$ cat src/rtl/nrdiv_pkg.sv
package nrdiv_pkg;

  // Strobes sent from the sequencer to the datapath, one cycle each.
  typedef struct packed {
    logic load;   // capture operands, seed partial remainder
    logic step;   // one shift-and-add/subtract iteration
    logic fix;    // convert digits, adjust once, register results
    logic fault;  // record a rejected request
  } nrdiv_strobe_t;

  typedef enum logic [1:0] {
    ST_IDLE = 2'd0,
    ST_RUN  = 2'd1,
    ST_FIX  = 2'd2
  } nrdiv_state_t;

endpackage

$ cat src/rtl/nrdiv_range.sv
// Rejects operands whose quotient might not fit a signed QW-bit word.
module nrdiv_range #(
  parameter int QW = 8
) (
  input  logic [2*QW-1:0] dividend,
  input  logic [QW-1:0]   divisor,
  output logic            outOfRange
);
  localparam int ZW = 2 * QW;

  logic [ZW-1:0] magZ;
  logic [QW-1:0] magD;
  logic [ZW-1:0] magZScaled;
  logic [ZW-1:0] magDWide;
  logic          divisorZero;

  // Negating the most negative value gives the right unsigned magnitude.
  assign magZ       = dividend[ZW-1] ? (~dividend + 1'b1) : dividend;
  assign magD       = divisor[QW-1]  ? (~divisor + 1'b1)  : divisor;
  assign magZScaled = magZ >> (QW - 1);
  assign magDWide   = {{(ZW-QW){1'b0}}, magD};
  assign divisorZero = (divisor == '0);

  assign outOfRange = divisorZero || (magZScaled >= magDWide);

endmodule

$ cat src/rtl/nrdiv_ctrl.sv
module nrdiv_ctrl
  import nrdiv_pkg::*;
#(
  parameter int QW = 8
) (
  input  logic          clk,
  input  logic          rstN,
  input  logic          start,
  input  logic          opError,
  output nrdiv_strobe_t strobe,
  output logic          busy,
  output logic          done
);
  localparam int CW = (QW > 2) ? $clog2(QW) : 1;
  localparam logic [CW-1:0] LAST_STEP = CW'(QW - 1);

  nrdiv_state_t  state, stateNext;
  logic [CW-1:0] stepCnt, stepCntNext;
  logic          doneReg, doneNext;

  always_comb begin
    strobe      = '0;
    stateNext   = state;
    stepCntNext = stepCnt;
    doneNext    = 1'b0;
    case (state)
      ST_IDLE: begin
        if (start) begin
          if (opError) begin
            strobe.fault = 1'b1;
            doneNext     = 1'b1;
          end else begin
            strobe.load = 1'b1;
            stateNext   = ST_RUN;
            stepCntNext = '0;
          end
        end
      end
      ST_RUN: begin
        strobe.step = 1'b1;
        stepCntNext = stepCnt + 1'b1;
        if (stepCnt == LAST_STEP) stateNext = ST_FIX;
      end
      ST_FIX: begin
        strobe.fix = 1'b1;
        doneNext   = 1'b1;
        stateNext  = ST_IDLE;
      end
      default: stateNext = ST_IDLE;
    endcase
  end

  always_ff @(posedge clk) begin
    if (!rstN) begin
      state   <= ST_IDLE;
      stepCnt <= '0;
      doneReg <= 1'b0;
    end else begin
      state   <= stateNext;
      stepCnt <= stepCntNext;
      doneReg <= doneNext;
    end
  end

  assign busy = (state != ST_IDLE);
  assign done = doneReg;

endmodule

$ cat src/rtl/nrdiv_dpath.sv
module nrdiv_dpath
  import nrdiv_pkg::*;
#(
  parameter int QW = 8
) (
  input  logic            clk,
  input  logic            rstN,
  input  nrdiv_strobe_t   strobe,
  input  logic [2*QW-1:0] dividend,
  input  logic [QW-1:0]   divisor,
  output logic            opError,
  output logic [QW-1:0]   quotient,
  output logic [QW-1:0]   remainder,
  output logic            divError
);
  localparam int ZW = 2 * QW;   // dividend width
  localparam int PW = ZW + 2;   // partial remainder, room for doubling
  localparam int RW = QW + 2;   // unscaled remainder before adjustment
  localparam int XW = QW + 1;   // quotient before adjustment

  logic [PW-1:0] partRem;
  logic [QW-1:0] divReg;
  logic [QW-1:0] digits;        // 1 means +1, 0 means -1
  logic          zNeg;
  logic [QW-1:0] quoReg, remReg;
  logic          errReg;

  nrdiv_range #(.QW(QW)) u_range (
    .dividend  (dividend),
    .divisor   (divisor),
    .outOfRange(opError)
  );

  // ---- one iteration ----
  logic [PW-1:0] divAligned;
  logic [PW-1:0] partShift;
  logic          signMatch;
  logic [PW-1:0] partNext;

  assign divAligned = {{(PW-ZW){divReg[QW-1]}}, divReg, {QW{1'b0}}};
  assign partShift  = {partRem[PW-2:0], 1'b0};
  assign signMatch  = (partRem[PW-1] == divReg[QW-1]);
  assign partNext   = signMatch ? (partShift - divAligned)
                                : (partShift + divAligned);

  // ---- conversion and single adjustment ----
  logic [RW-1:0] remRaw;
  logic [RW-1:0] divWide;
  logic [XW-1:0] quoRaw;
  logic          remNonZero, remWrongSide, remAtLimit, needAdjust;
  logic          remDivSame;
  logic [RW-1:0] remFinal;
  logic [XW-1:0] quoFinal;

  // Low QW bits of the final partial remainder are always zero.
  assign remRaw  = partRem[PW-1:QW];
  assign divWide = {{(RW-QW){divReg[QW-1]}}, divReg};
  // digit string d -> 2*d + 1 - 2^QW, kept one bit wide
  assign quoRaw  = {~digits[QW-1], digits[QW-2:0], 1'b1};

  assign remNonZero   = (remRaw != '0);
  assign remWrongSide = (remRaw[RW-1] != zNeg);
  assign remAtLimit   = (remRaw == divWide) || (remRaw == (~divWide + 1'b1));
  assign needAdjust   = remNonZero && (remWrongSide || remAtLimit);
  assign remDivSame   = (remRaw[RW-1] == divReg[QW-1]);

  always_comb begin
    remFinal = remRaw;
    quoFinal = quoRaw;
    if (needAdjust) begin
      if (remDivSame) begin
        remFinal = remRaw - divWide;
        quoFinal = quoRaw + {{(XW-1){1'b0}}, 1'b1};
      end else begin
        remFinal = remRaw + divWide;
        quoFinal = quoRaw - {{(XW-1){1'b0}}, 1'b1};
      end
    end
  end

  // ---- registers ----
  always_ff @(posedge clk) begin
    if (!rstN) begin
      partRem <= '0;
      divReg  <= '0;
      digits  <= '0;
      zNeg    <= 1'b0;
      quoReg  <= '0;
      remReg  <= '0;
      errReg  <= 1'b0;
    end else begin
      if (strobe.load) begin
        partRem <= {{(PW-ZW){dividend[ZW-1]}}, dividend};
        divReg  <= divisor;
        digits  <= '0;
        zNeg    <= dividend[ZW-1];
      end else if (strobe.step) begin
        partRem <= partNext;
        digits  <= {digits[QW-2:0], signMatch};
      end
      if (strobe.fix) begin
        quoReg <= quoFinal[QW-1:0];
        remReg <= remFinal[QW-1:0];
        errReg <= 1'b0;
      end else if (strobe.fault) begin
        errReg <= 1'b1;
      end
    end
  end

  assign quotient  = quoReg;
  assign remainder = remReg;
  assign divError  = errReg;

endmodule

$ cat src/rtl/nrdiv_top.sv
module nrdiv_top
  import nrdiv_pkg::*;
#(
  parameter int QW = 8
) (
  input  logic            clk,
  input  logic            rstN,
  input  logic            start,
  input  logic [2*QW-1:0] dividend,
  input  logic [QW-1:0]   divisor,
  output logic            busy,
  output logic            done,
  output logic [QW-1:0]   quotient,
  output logic [QW-1:0]   remainder,
  output logic            divError
);
  nrdiv_strobe_t strobe;
  logic          opError;

  nrdiv_ctrl #(.QW(QW)) u_ctrl (
    .clk    (clk),
    .rstN   (rstN),
    .start  (start),
    .opError(opError),
    .strobe (strobe),
    .busy   (busy),
    .done   (done)
  );

  nrdiv_dpath #(.QW(QW)) u_dpath (
    .clk      (clk),
    .rstN     (rstN),
    .strobe   (strobe),
    .dividend (dividend),
    .divisor  (divisor),
    .opError  (opError),
    .quotient (quotient),
    .remainder(remainder),
    .divError (divError)
  );

endmodule

$ cat config.mk
export PLATFORM = sky130hd
export DESIGN_NAME = nrdiv_top
export DESIGN_NICKNAME = d
export VERILOG_FILES = /design/src/rtl/nrdiv_pkg.sv /design/src/rtl/nrdiv_range.sv /design/src/rtl/nrdiv_ctrl.sv /design/src/rtl/nrdiv_dpath.sv /design/src/rtl/nrdiv_top.sv
export SDC_FILE = /design/constraint.sdc
export NUM_CORES = 1
export LEC_CHECK = 0
export ABC_AREA = 1
export ABC_CLOCK_PERIOD_IN_PS = 7800
export BUFFER_PORTS_ARGS = -buffer_cell sky130_fd_sc_hd__buf_2
export CAP_MARGIN = 25
export CELL_PAD_IN_SITES_DETAIL_PLACEMENT = 1
export CELL_PAD_IN_SITES_GLOBAL_PLACEMENT = 2
export CORE_MARGIN = 3
export CORE_UTILIZATION = 35
export CTS_BUF_LIST = sky130_fd_sc_hd__clkbuf_4 sky130_fd_sc_hd__clkbuf_8 sky130_fd_sc_hd__clkbuf_16
export CTS_CLUSTER_DIAMETER = 150
export CTS_CLUSTER_SIZE = 30
export DETAILED_ROUTE_END_ITERATION = 7
export GPL_ROUTABILITY_DRIVEN = 0
export GPL_TIMING_DRIVEN = 0
export PLACE_DENSITY = 0.93
export SLEW_MARGIN = 20
export SYNTH_ARGS = -nofsm -noshare
export SYNTH_HDL_FRONTEND = slang
export SYNTH_SLANG_ARGS = --single-unit
$ cat constraint.sdc
create_clock -name clk -period 7.8 [get_ports clk]
set_input_delay 1.17 -clock clk [delete_from_list [all_inputs] [get_ports clk]]
set_output_delay 1.17 -clock clk [all_outputs]
set_load 0.02 [all_outputs]
# Word-level counts from Yosys, hierarchy flattened
# Cells that the tools add are included.
[classes]
n_addsub = 10
mul = 0
div = 0
n_lt_le_gt_ge = 1
eq_ne = 10
shifts = 0
n_mux = 25
bitwise_logic = 4
n_reduce_logical = 14
[op_table]
columns = ["operator", "count"]
rows = [
  ["$mux 18", 3],
  ["$mux 8", 5],
  ["$eq 10x10->1", 2],
  ["$add 18x18->18", 1],
  ["$sub 18x18->18", 1],
  ["$add 16x1->16 const B", 1],
  ["$add 8x1->8 const B", 2],
  ["$mux 16", 1],
  ["$not 16->16", 1],
  ["$add 10x1->10 const B", 1],
  ["$not 10->10", 1],
  ["$reduce_bool 10->1", 1],
  ["$ge 9x8->1", 1],
  ["$add 8x8->8", 1],
  ["$logic_not 8->1", 1],
  ["$mux 1", 8],
  ["$not 8->8", 1],
  ["$sub 8x1->8 const B", 1],
  ["$sub 8x8->8", 1],
  ["$mux 2", 3],
  ["$mux 3", 2],
  ["$pmux 3 s2", 1],
  ["$reduce_and 3->1", 2],
  ["$reduce_bool 2->1", 3],
  ["other kinds (15)", 19],
]
[totals]
register_bits = 58
latch_bits = 0
ram_bits = 0
romBits = 0
inputBits = 27
wordCells = 74
memories = 0

# Depth between registers and ports, before layout
# Gate-level depths: netlist of run 1.
[depth]
depth_word = 9
ltp_mapped = 21

# Modules after synthesis
# A second synthesis of run 1 with hierarchy kept.
[hier_totals]
cells_unflattened = 740
area_unflattened_um2 = 4591.9
[by_module_without_submodules]
columns = ["module", "n_inst", "cells_each", "area_each_um2", "seq_area_each_um2"]
rows = [
  ["nrdiv_dpath", 1, 563, 3570.9, 1021.0],
  ["nrdiv_range", 1, 130, 715.7, 0.0],
  ["nrdiv_ctrl", 1, 47, 305.3, 120.1],
]

# Least setup slack after synthesis of run 1
# No wires, ideal clock.
[synth_timing]
kind = "input -> register"
from = "input port dividend[5]"
to = "register u_dpath.partRem[8]"
setup_time_ps = 117
t_arrival_ps = 3359
required_ps = 7683
slack_ps = 4324
stages = 20
path_buffers = 1
path_cell_list = "nor2_1 > nand3_1 > nor2_2 > nand2_1 > nor2_2 > nand2_1 > nor2_1 > nor2_1 > xor2_1 > ha_1 > nand2_1 > a21oi_1 > nor2_1 > o21ai_0 > nand2_1 > nand3_4 > clkbuf_2 > nand2_1 > a21oi_1 > nor2_1"
[synth_via]
elab_chain_len = 9
word_cells_on_any_way = 10
classes_between = "add/sub (1); order compare (1); mux (5); bitwise (1); reduce/logical (2)"
[synth_rtl]
columns = ["item", "line_no", "rtl"]
rows = [
  ["start: declaration", "nrdiv_top.sv:9", "input logic [2*QW-1:0] dividend,"],
  ["$not 16->16 (*)", "nrdiv_range.sv:18", "assign magZ = dividend[ZW-1] ? (~dividend + 1'b1) : dividend;"],
  ["$add 16x1->16 (*)", "nrdiv_range.sv:18", ""],
  ["$mux 16 (*)", "nrdiv_range.sv:18", ""],
  ["$ge 9x8->1 (*)", "nrdiv_range.sv:24", "assign outOfRange = divisorZero || (magZScaled >= magDWide);"],
  ["$logic_or 1x1->1 (*)", "nrdiv_range.sv:24", ""],
  ["$mux 1 (*)", "nrdiv_ctrl.sv:29", "if (opError) begin"],
  ["$mux 1 (*)", "nrdiv_ctrl.sv:28", "if (start) begin"],
  ["$mux 1 (*)", "nrdiv_ctrl.sv:26", "case (state)"],
  ["$mux 18 or $reduce_bool 2->1 (tied branches)", "-", ""],
  ["end signal: assignment", "nrdiv_dpath.sv:93", "partRem <= {{(PW-ZW){dividend[ZW-1]}}, dividend};"],
  ["end signal: assignment", "nrdiv_dpath.sv:98", "partRem <= partNext;"],
  ["end: declaration", "nrdiv_dpath.sv:21", "logic [PW-1:0] partRem;"],
]
# Every way passes the cells marked *; elsewhere a longest branch is shown, timed or not.
# A chain may end at the register's enable or synchronous reset.

# Worst setup path in the final report of run 1
[layout_timing]
from = "input port dividend[2]"
to = "register u_dpath.partRem[8]"
# Same word-level chain as after synthesis.

==> results of run 1 <==
## per-stage QoR
stage	cell area, um^2	std cells	total power, mW	util, %	hold slack [ns]
global route	5010	865	1.65	42.8	0.462
global placement	4700	849	1.07	40.1	0.431
floorplan	4300	662	0.923	-	0.433
detailed placement	4700	849	1.10	40.1	0.437
CTS	5010	865	1.53	42.8	0.449
finish	5010	865	1.51	42.8	0.446
## worst max-delay path: stages
cell,delay (ns)
sky130_fd_sc_hd__buf_2,0.10
sky130_fd_sc_hd__nor2_1,0.09
sky130_fd_sc_hd__nand2_1,0.07
sky130_fd_sc_hd__nor2_2,0.14
sky130_fd_sc_hd__nand2_1,0.09
sky130_fd_sc_hd__nor2_2,0.16
sky130_fd_sc_hd__nand2_1,0.09
sky130_fd_sc_hd__nor2_1,0.19
sky130_fd_sc_hd__nor2_1,0.08
sky130_fd_sc_hd__xor2_1,0.15
sky130_fd_sc_hd__ha_1,0.31
sky130_fd_sc_hd__a21o_1,0.16
sky130_fd_sc_hd__nor2_1,0.10
sky130_fd_sc_hd__o21ai_0,0.11
sky130_fd_sc_hd__a21oi_1,0.59
sky130_fd_sc_hd__nand3_1,0.15
sky130_fd_sc_hd__a21oi_1,0.17
sky130_fd_sc_hd__nor2_1,0.05
## worst max-delay path by stage
stage / endpoint / depth (start not counted) / from / slack (ns)
2_1_floorplan: u_dpath.partRem[8] / 20 / dividend[5] / 4.32
3_3_place_gp: u_dpath.partRem[8] / 18 / dividend[2] / 3.70
3_5_place_dp: u_dpath.partRem[8] / 21 / dividend[2] / 3.65
4_1_cts: u_dpath.partRem[9] / 21 / dividend[2] / 4.00
5_1_grt: u_dpath.partRem[13] / 19 / dividend[2] / 3.67
6_report: u_dpath.partRem[8] / 18 / dividend[2] / 4.03
## area by class of cell
cell class / count / area (um^2)
Fill cell: 1586 / 6700
Multi-Input combinational cell: 504 / 2730
Sequential cell: 57 / 1140
Inverter: 82 / 308
Clock buffer: 14 / 282
Timing Repair Buffer: 44 / 220
Tap cell: 143 / 179
Buffer: 19 / 116
Clock inverter: 2 / 35.0
## state kept, by name (all words and copies together) (netlist names), 2 cells and up
| register | count |
|---|---|
| u_dpath.partRem | 18 |
| u_dpath.divReg | 8 |
| u_dpath.quotient | 8 |
| u_dpath.remainder | 8 |
| u_dpath.digits | 7 |
| u_ctrl.stepCnt | 3 |
| u_ctrl.state | 2 |
## where the power goes
group	total (mW)	internal [mW]	switching, mW
logic	0.738	0.279	0.459
registers	0.362	0.321	0.0413
clock network	0.412	0.279	0.132
total	1.51	0.879	0.632
## cells by family (layout without fill, tap and decap cells)
kind of cell / Yosys count / after routing
AOI/OAI and AO/OA: 110 / 110
and+or+nand+nor: 330 / 330
DFF: 57 / 57
buffers and inverters: 101 / 161
xor gates and xnor gates: 33 / 33
adders and majority gates: 31 / 31
## Yosys cell counts, drive strengths merged
cell | number | area share, %
nor4 | 1 | 0.15
nand2 | 158 | 14
or2 | 1 | 0.15
xnor2 | 8 | 1.6
inv | 81 | 7.1
xor2 | 25 | 5.1
a211oi | 7 | 1.2
a31oi | 2 | 0.29
nor3b | 1 | 0.17
dfxtp | 57 | 27
nand3b | 2 | 0.35
a21o | 2 | 0.35
ha | 29 | 8.4
o211ai | 1 | 0.17
clkbuf | 8 | 0.73
nand4 | 9 | 1.3
o2111ai | 2 | 0.41
fa | 2 | 0.93
nand3 | 54 | 6.9
o221ai | 1 | 0.20
o21ai | 55 | 6.5
o22ai | 4 | 0.58
nor2 | 94 | 8.9
buf | 11 | 2.0
a22o | 1 | 0.20
a21oi | 34 | 4.0
a21boi | 1 | 0.17
clkinv | 1 | 0.087
nor3 | 10 | 1.2
## metal layers
layer / track usage (%) / part of all wire [%] / vias up
li1: - / - / 2264
met1: 24.3 / 46 / 2059
met2: 35.8 / 49 / 66
met3: 4.47 / 3.3 / 16
met4: 7.11 / 2.2 / 0
met5: 0 / 0 / -
==> results.ini, run 1 <==
[synth]
syn_nets = 720
number_of_flip_flops_and_latches_in_the_synthesized_netlist = 57
synth_sequential_area_ratio_pct = 26.6
muxShareOfSynthArea_pct = 0
synth_cell_type_count = 41
postSynthCellCount = 662
fraction_of_the_mapped_netlist_area_in_simple_logic_gates_pct = 33.4
avgSynthCellArea_um2 = 6.49
yosys_warnings = 0
synth_adder_area_share_pct = 9.38
netlist_area_um2 = 4300
synthesized_area_fraction_occupied_by_ao_oa_aoi_and_oai_cells_pct = 14.1
synthXorXnorAreaFrac_pct = 6.73
combinational_family_with_the_most_area_after_synthesis = simple AND/OR/NAND/NOR gates

[floorplan]
die_outline_area_um2 = 13600
rows = 39
io_pins = 46
core_um2 = 11700
floorplan.initialDensity_pct = 36.7
die_height_um = 117
die_width_um = 117

[hold_path]
holdCritStartpoint = u_dpath.quotient[1]
worst_hold_path_type = flop to flop
timing.hold.worst_endpoint = u_dpath.quotient[1]
holdPathStages = 2

[global_route]
number_of_global_route_vias_before_repair = 4556
largest_net_degree_at_the_start_of_global_routing = 11
grtUsageTotal_pct = 20.3
grt_first_pass_wirelength_mm = 21.9
initial_antenna_violation_count = 0
overflow = 0

[place]
port-buffer-count = 44
detailed_place_hpwl_mm = 10.5
dp_slack_ns = 3.65

[layout]
layout.cells.most_common_list = sky130_fd_sc_hd__nand2_1, sky130_fd_sc_hd__nor2_1, sky130_fd_sc_hd__inv_1, sky130_fd_sc_hd__dfxtp_1, sky130_fd_sc_hd__o21ai_0
ratio_of_cells_with_drive_above_1_in_the_final_layout_pct = 13.3
final_net_count = 775
area_growth_syn_to_layout_pct = 16.7
mostFrequentLayoutCell = sky130_fd_sc_hd__nand2_1
num_antenna_cells = 0

[timing]
finalWorstSetupSlack_ns = 4.03
final_hold_viol_count = 0
layout_worst_path_cycle_share_pct = 48.3
tightest_slew_ns = 0.893
relSlewSlack_pct = 39.8
totalNegativeSetupSlack_ns = 0
fmax_ghz = 0.265
clock_skew_ns = 0.00675
setup-violations-final = 0
final.min_clock_period_ns = 3.77
grt_setup_unrepaired = no
slew_viol_final = 0

[pwr]
power-per-cell-area_nw_per_um2 = 302
worst_ir_drop_vdd_v = 0.0000891
p_leak_nw = 2.47

[job]
max-cap-violations = 0

[clock_tree]
clockBufferDepth = 2
hold_bufs_inserted_after_cts = 0
tritoncts = done
clock_latency_ns = 0.33
cts.reportedPaths.clkPinSlew_ns = 0.05
cts-buffers-inserted = 9
clock_sink_count = 57
post_cts.resized_instances = 0
cts_setup_buffers = 0
cts_htree_levels = 3
cell_at_the_root_of_the_clock_tree = sky130_fd_sc_hd__clkbuf_16

[setup_path]
rr_worst_depth = 15
regToRegEndpoint = u_dpath.partRem[15]
critPathCaptureType = flop
timing.critical_path.fanout_max = 8
r2r_start = u_dpath.divReg[0]
worst_endpoint_data_arrival_time_ns = 3.98
timing_worst_setup_path_type = input port to flop
crit_required_ns = 8.02
r2r_slack_ns = 4.51
cp-start-kind = input port

[routing]
detail_route.drc_violations = 0
detailroute.via_count = 4405
finalWirelength_mm = 12.8
postRouteAntennaNets = 0
wire_per_inst_um = 14.8
drt-pass1-iter-count = 4
drt_iter0_drc = 162
post_drt_via_cell_ratio = 5.09

[outcome]
status = complete, no violations

Power figures use the tool's default switching activity.
==> run 2, diff against run 1 <==
- ABC_CLOCK_PERIOD_IN_PS: 7800 -> 3300
- CORE_UTILIZATION: 35 -> 29
- PLACE_DENSITY: 0.93 -> 0.83
- clock period: 7.8 -> 3.3 ns (I/O delays scaled with it)
==> results.ini, run 2 (synthesized netlist as in run 1, its figures left out) <==
[outcome]
status = complete, no violations

[clock_tree]
clock_sink_count = 57
hold_bufs_inserted_after_cts = 0
cell_at_the_root_of_the_clock_tree = sky130_fd_sc_hd__clkbuf_16
cts_htree_levels = 3
cts-buffers-inserted = 9
tritoncts = done
cts.reportedPaths.clkPinSlew_ns = 0.06
clock_latency_ns = 0.35
clockBufferDepth = 2

[layout]
registers.top_by_ff_count = u_dpath.partRem
layout.cells.most_common_list = sky130_fd_sc_hd__nand2_1, sky130_fd_sc_hd__nor2_1, sky130_fd_sc_hd__inv_1, sky130_fd_sc_hd__dfxtp_1, sky130_fd_sc_hd__nand3_1
final_net_count = 775
fillerInstances = 1867
largest_reg_flops = 18
ratio_of_cells_with_drive_above_1_in_the_final_layout_pct = 14.0
num_antenna_cells = 0
mostFrequentLayoutCell = sky130_fd_sc_hd__nand2_1
area_growth_syn_to_layout_pct = 18.5

[setup_path]
worst-path-buf-inv = 4
crit_required_ns = 3.59
r2r_slack_ns = 0.26
cp_cell_sequence = buf_2 -> nor2_1 -> inv_1 -> nand2_2 -> inv_1 -> nand2_1 -> o21ai_1 -> ha_1 -> a21oi_1 -> nand2_1 -> inv_1 -> o21ai_0 -> nand3_1 -> nand2_1 -> xor2_1 -> nand2_1 -> nand2_1 -> nor2_1 -> nor2_1
rr_worst_depth = 19
regToRegEndpoint = u_dpath.partRem[15]
cp_common_cell = sky130_fd_sc_hd__nand2_1
cp-start-kind = flop
critPathCaptureType = flop
top_cell_family_by_delay_on_the_critical_path = simple AND/OR/NAND/NOR gates
worst_endpoint_data_arrival_time_ns = 3.33
r2r_start = u_dpath.partRem[17]
worst_path_max_delay_cell = sky130_fd_sc_hd__ha_1
worst_path_largest_cell_delay_ns = 0.41
crit_cells = 19
timing_worst_setup_path_type = flop to flop
timing.critical_path.fanout_max = 13

[routing]
postRouteAntennaNets = 0
detail_route.drc_violations = 0
drt_iter0_drc = 161
detailroute.via_count = 4414
drt-pass1-iter-count = 4
wire_per_inst_um = 14.9
finalWirelength_mm = 13.5
post_drt_via_cell_ratio = 4.89

[global_route]
number_of_global_route_vias_before_repair = 4719
grt_first_pass_wirelength_mm = 23.1
overflow = 0
grtUsageTotal_pct = 17.4
initial_antenna_violation_count = 0
largest_net_degree_at_the_start_of_global_routing = 13

[timing]
slew_viol_final = 0
clock_skew_ns = 0.00932
fmax_ghz = 0.329
finalWorstSetupSlack_ns = 0.258
tightest_slew_ns = 0.597
final_hold_viol_count = 0
grt_setup_unrepaired = yes
layout_worst_path_cycle_share_pct = 92.2
relSlewSlack_pct = 60.1
setup-violations-final = 0
final.min_clock_period_ns = 3.04

[hold_path]
holdPathStages = 3
timing.hold.worst_endpoint = u_dpath.partRem[0]
holdCritStartpoint = dividend[0]
worst_hold_path_type = input port to flop

[place]
detailed_place_hpwl_mm = 11.0
dp_slack_ns = -0.385
port-buffer-count = 44

[pwr]
p_leak_nw = 2.47
worst_ir_drop_vdd_v = 0.000310
totalPowerFinal_mw = 3.67
power-per-cell-area_nw_per_um2 = 721

[floorplan]
floorplan.initialDensity_pct = 30.3
die_outline_area_um2 = 16300
die_width_um = 128
io_pins = 46
die_height_um = 128
core_um2 = 14200
rows = 43

[job]
max-cap-violations = 0

run 2: per-stage QoR:
step,TNS [ns],std cells,area [um^2],hold WS (ns),utilization (%)
floorplan,0,662,4300,0.433,-
global route,-0.0833,902,5090,0.464,35.9
global placement,-7.22,886,4740,0.431,33.4
CTS,0,902,5070,0.433,35.7
detailed placement,-12.28,886,4740,0.435,33.4
finish,0,902,5090,0.442,35.9
run 2: worst max path at each step:
| stage | from | endpoint |
|---|---|---|
| floorplan | dividend[5] | u_dpath.partRem[8] |
| global placement | dividend[2] | u_dpath.partRem[13] |
| detailed placement | dividend[2] | u_dpath.partRem[13] |
| CTS | u_dpath.partRem[17] | u_dpath.partRem[15] |
| global route | u_dpath.partRem[17] | u_dpath.partRem[15] |
| finish | u_dpath.partRem[17] | u_dpath.partRem[15] |
run 2: layout make-up:
type / count / area, um^2 / area share, %
tap: 180 / 225 / 4.42
sequential: 57 / 1140 / 22.4
clock inverter: 7 / 103 / 2.01
inverter: 82 / 308 / 6.04
clock buffer: 9 / 225 / 4.42
buffer: 18 / 115 / 2.26
timing repair buffer: 45 / 228 / 4.47
multi-input combinational: 504 / 2750 / 54.0
run 2: worst min-delay path: cells and delay by family:
family	cells	cell delay, ns
simple gates	1	0.07
buf+inv	1	0.11
compound gates	1	0.06
run 2: what timing repair did:
action	4_1_cts	5_1_grt
resized for setup	1	14
gates cloned	0	0
pin swaps	0	1
buffers inserted	0	1
setup endpoints to repair	15	39
run 2: report_power, final:
group | leakage [nW] | total [mW] | internal [mW] | switching (mW)
clock | 0.156 | 1.04 | 0.667 | 0.377
combinational | 1.85 | 1.77 | 0.673 | 1.10
sequential | 0.465 | 0.859 | 0.757 | 0.102
total | 2.47 | 3.67 | 2.10 | 1.58
run 2: metal layers:
layer | GRT usage, % | vias up | wire length (um)
met3 | 3.79 | 19 | 474
met1 | 21.7 | 2078 | 6300
li1 | - | 2257 | -
met5 | 0 | - | 0
met4 | 4.56 | 0 | 200
met2 | 30.4 | 60 | 6480
==> run 3, diff against run 2 <==
- PLACE_DENSITY: 0.83 -> 0.75
==> results.ini, run 3 (synthesized netlist as in run 1, its figures left out) <==
[floorplan]
rows = 43
die_outline_area_um2 = 16300
die_width_um = 128
die_height_um = 128
io_pins = 46
core_um2 = 14200
floorplan.initialDensity_pct = 30.3

[clock_tree]
cts-buffers-inserted = 9
cell_at_the_root_of_the_clock_tree = sky130_fd_sc_hd__clkbuf_16
clock_latency_ns = 0.34
clockBufferDepth = 2
tritoncts = done
cts.reportedPaths.clkPinSlew_ns = 0.05
cts_htree_levels = 3
hold_bufs_inserted_after_cts = 0
clock_sink_count = 57

[routing]
drt-pass1-iter-count = 4
drt_iter0_drc = 157
finalWirelength_mm = 13.7
wire_per_inst_um = 15.2
postRouteAntennaNets = 0
detail_route.drc_violations = 0
detailroute.via_count = 4383
post_drt_via_cell_ratio = 4.85

[timing]
tightest_slew_ns = 0.610
fmax_ghz = 0.329
setup-violations-final = 0
clock_skew_ns = 0.00861
layout_worst_path_cycle_share_pct = 92.0
relSlewSlack_pct = 59.3
final_hold_viol_count = 0
slew_viol_final = 0
final.min_clock_period_ns = 3.04

[setup_path]
worst_endpoint_data_arrival_time_ns = 3.27
crit_required_ns = 3.53
timing.critical_path.fanout_max = 10
cp-start-kind = input port
timing_worst_setup_path_type = input port to flop
critPathCaptureType = flop

[pwr]
sequentialPowerShare_pct = 24.3
netSwitchingFraction_pct = 43.2
power-per-cell-area_nw_per_um2 = 697
p_comb_share_pct = 50.4
worst_ir_drop_vdd_v = 0.000261
p_leak_nw = 2.45
total_switching_power_mw = 1.53
p_int_mw = 2.01
totalPowerFinal_mw = 3.54
share_clk_of_total_power_pct = 25.3

[layout]
fillerInstances = 1884
num_antenna_cells = 0
final_net_count = 776
ratio_of_cells_with_drive_above_1_in_the_final_layout_pct = 14.7
registers.top_by_ff_count = u_dpath.partRem
layout.cells.most_common_list = sky130_fd_sc_hd__nand2_1, sky130_fd_sc_hd__nor2_1, sky130_fd_sc_hd__inv_1, sky130_fd_sc_hd__dfxtp_1, sky130_fd_sc_hd__nand3_1
mostFrequentLayoutCell = sky130_fd_sc_hd__nand2_1
largest_reg_flops = 18
layout.area.seq_um2 = 1140
multi_input_comb_area_um2 = 2760
utilization_pct = 35.7
area_growth_syn_to_layout_pct = 18.1

[place]
port-buffer-count = 44
detailed_place_hpwl_mm = 11.1

[global_route]
grtUsageTotal_pct = 17.8
overflow = 0
initial_antenna_violation_count = 0
grt_first_pass_wirelength_mm = 23.2
largest_net_degree_at_the_start_of_global_routing = 11
number_of_global_route_vias_before_repair = 4591

[hold_path]
worst_hold_path_type = flop to flop

[job]
max-cap-violations = 0

[outcome]
status = complete, no violations

[run 3: cell type report]
class | count | area share, %
repair buffers | 46 | 4.64
flip-flops and latches | 57 | 22.5
multi-input cells | 504 | 54.3
clock inverters | 2 | 0.247
clock buffers | 14 | 5.43
well taps | 180 | 4.44
plain buffers | 18 | 2.27
inverters | 82 | 6.14
[run 3: per-layer routing]
layer | vias up | track usage [%] | routed length [um]
met1 | 2033 | 22.8 | 6510
met2 | 66 | 29.9 | 6520
met4 | 0 | 6.12 | 289
met3 | 22 | 3.62 | 429
li1 | 2262 | - | -
met5 | - | 0 | 0
[run 3: worst paths after layout]
check / endpoint / depth (start not counted) / start / slack, ns
max: u_dpath.partRem[12] / 21 / dividend[2] / 0.26
min: u_dpath.remainder[6] / 2 / u_dpath.remainder[6] / 0.44
max reg2reg: u_dpath.remainder[7] / 14 / u_dpath.partRem[17] / 0.35
min reg2reg: u_dpath.remainder[6] / 2 / u_dpath.remainder[6] / 0.44
[run 3: through the flow]
step	instances	area (um^2)	setup slack [ns]	TNS, ns	hold WS [ns]
floorplan	662	4300	0.499	0	0.433
global placement	886	4740	-0.323	-4.11	0.432
detailed placement	886	4740	-0.454	-8.60	0.434
CTS	902	5030	0.0650	0	0.442
global route	903	5070	-0.00990	-0.00990	0.460
finish	903	5070	0.264	0	0.443
[run 3: power by group through the flow]
| stage | registers [mW] | logic (mW) | clock network (mW) |
|---|---|---|---|
| finish | 0.860 | 1.78 | 0.895 |
| global route | 0.873 | 2.06 | 0.959 |
| CTS | 0.857 | 1.77 | 0.925 |
| detailed placement | 0.871 | 1.74 | 0 |
| global placement | 0.869 | 1.71 | 0 |
| floorplan | 0.834 | 1.35 | 0 |
[run 3: worst max-delay path, cell delays in order]
cell and delay, ns:
sky130_fd_sc_hd__buf_2 0.11, sky130_fd_sc_hd__nor2_1 0.10, sky130_fd_sc_hd__nand2_1 0.07, sky130_fd_sc_hd__nor2_2 0.17, sky130_fd_sc_hd__nand2_1 0.13, sky130_fd_sc_hd__nor2_4 0.14
sky130_fd_sc_hd__nand2_1 0.10, sky130_fd_sc_hd__nor2_2 0.14, sky130_fd_sc_hd__nor2_1 0.07, sky130_fd_sc_hd__xor2_1 0.16, sky130_fd_sc_hd__ha_1 0.32, sky130_fd_sc_hd__a21o_1 0.16
sky130_fd_sc_hd__nor2_1 0.14, sky130_fd_sc_hd__o21ai_2 0.09, sky130_fd_sc_hd__nand2_2 0.10, sky130_fd_sc_hd__nand3_4 0.16, sky130_fd_sc_hd__nand2_4 0.15, sky130_fd_sc_hd__buf_2 0.23
sky130_fd_sc_hd__o21ai_0 0.11, sky130_fd_sc_hd__nor2_1 0.09, sky130_fd_sc_hd__nor2_1 0.04
[run 3: what timing repair did]
item,in CTS,in global routing
buffers inserted,0,2
setup endpoints to repair,4,35
cloned,0,0
pin swaps,0,2
resized for setup,2,21
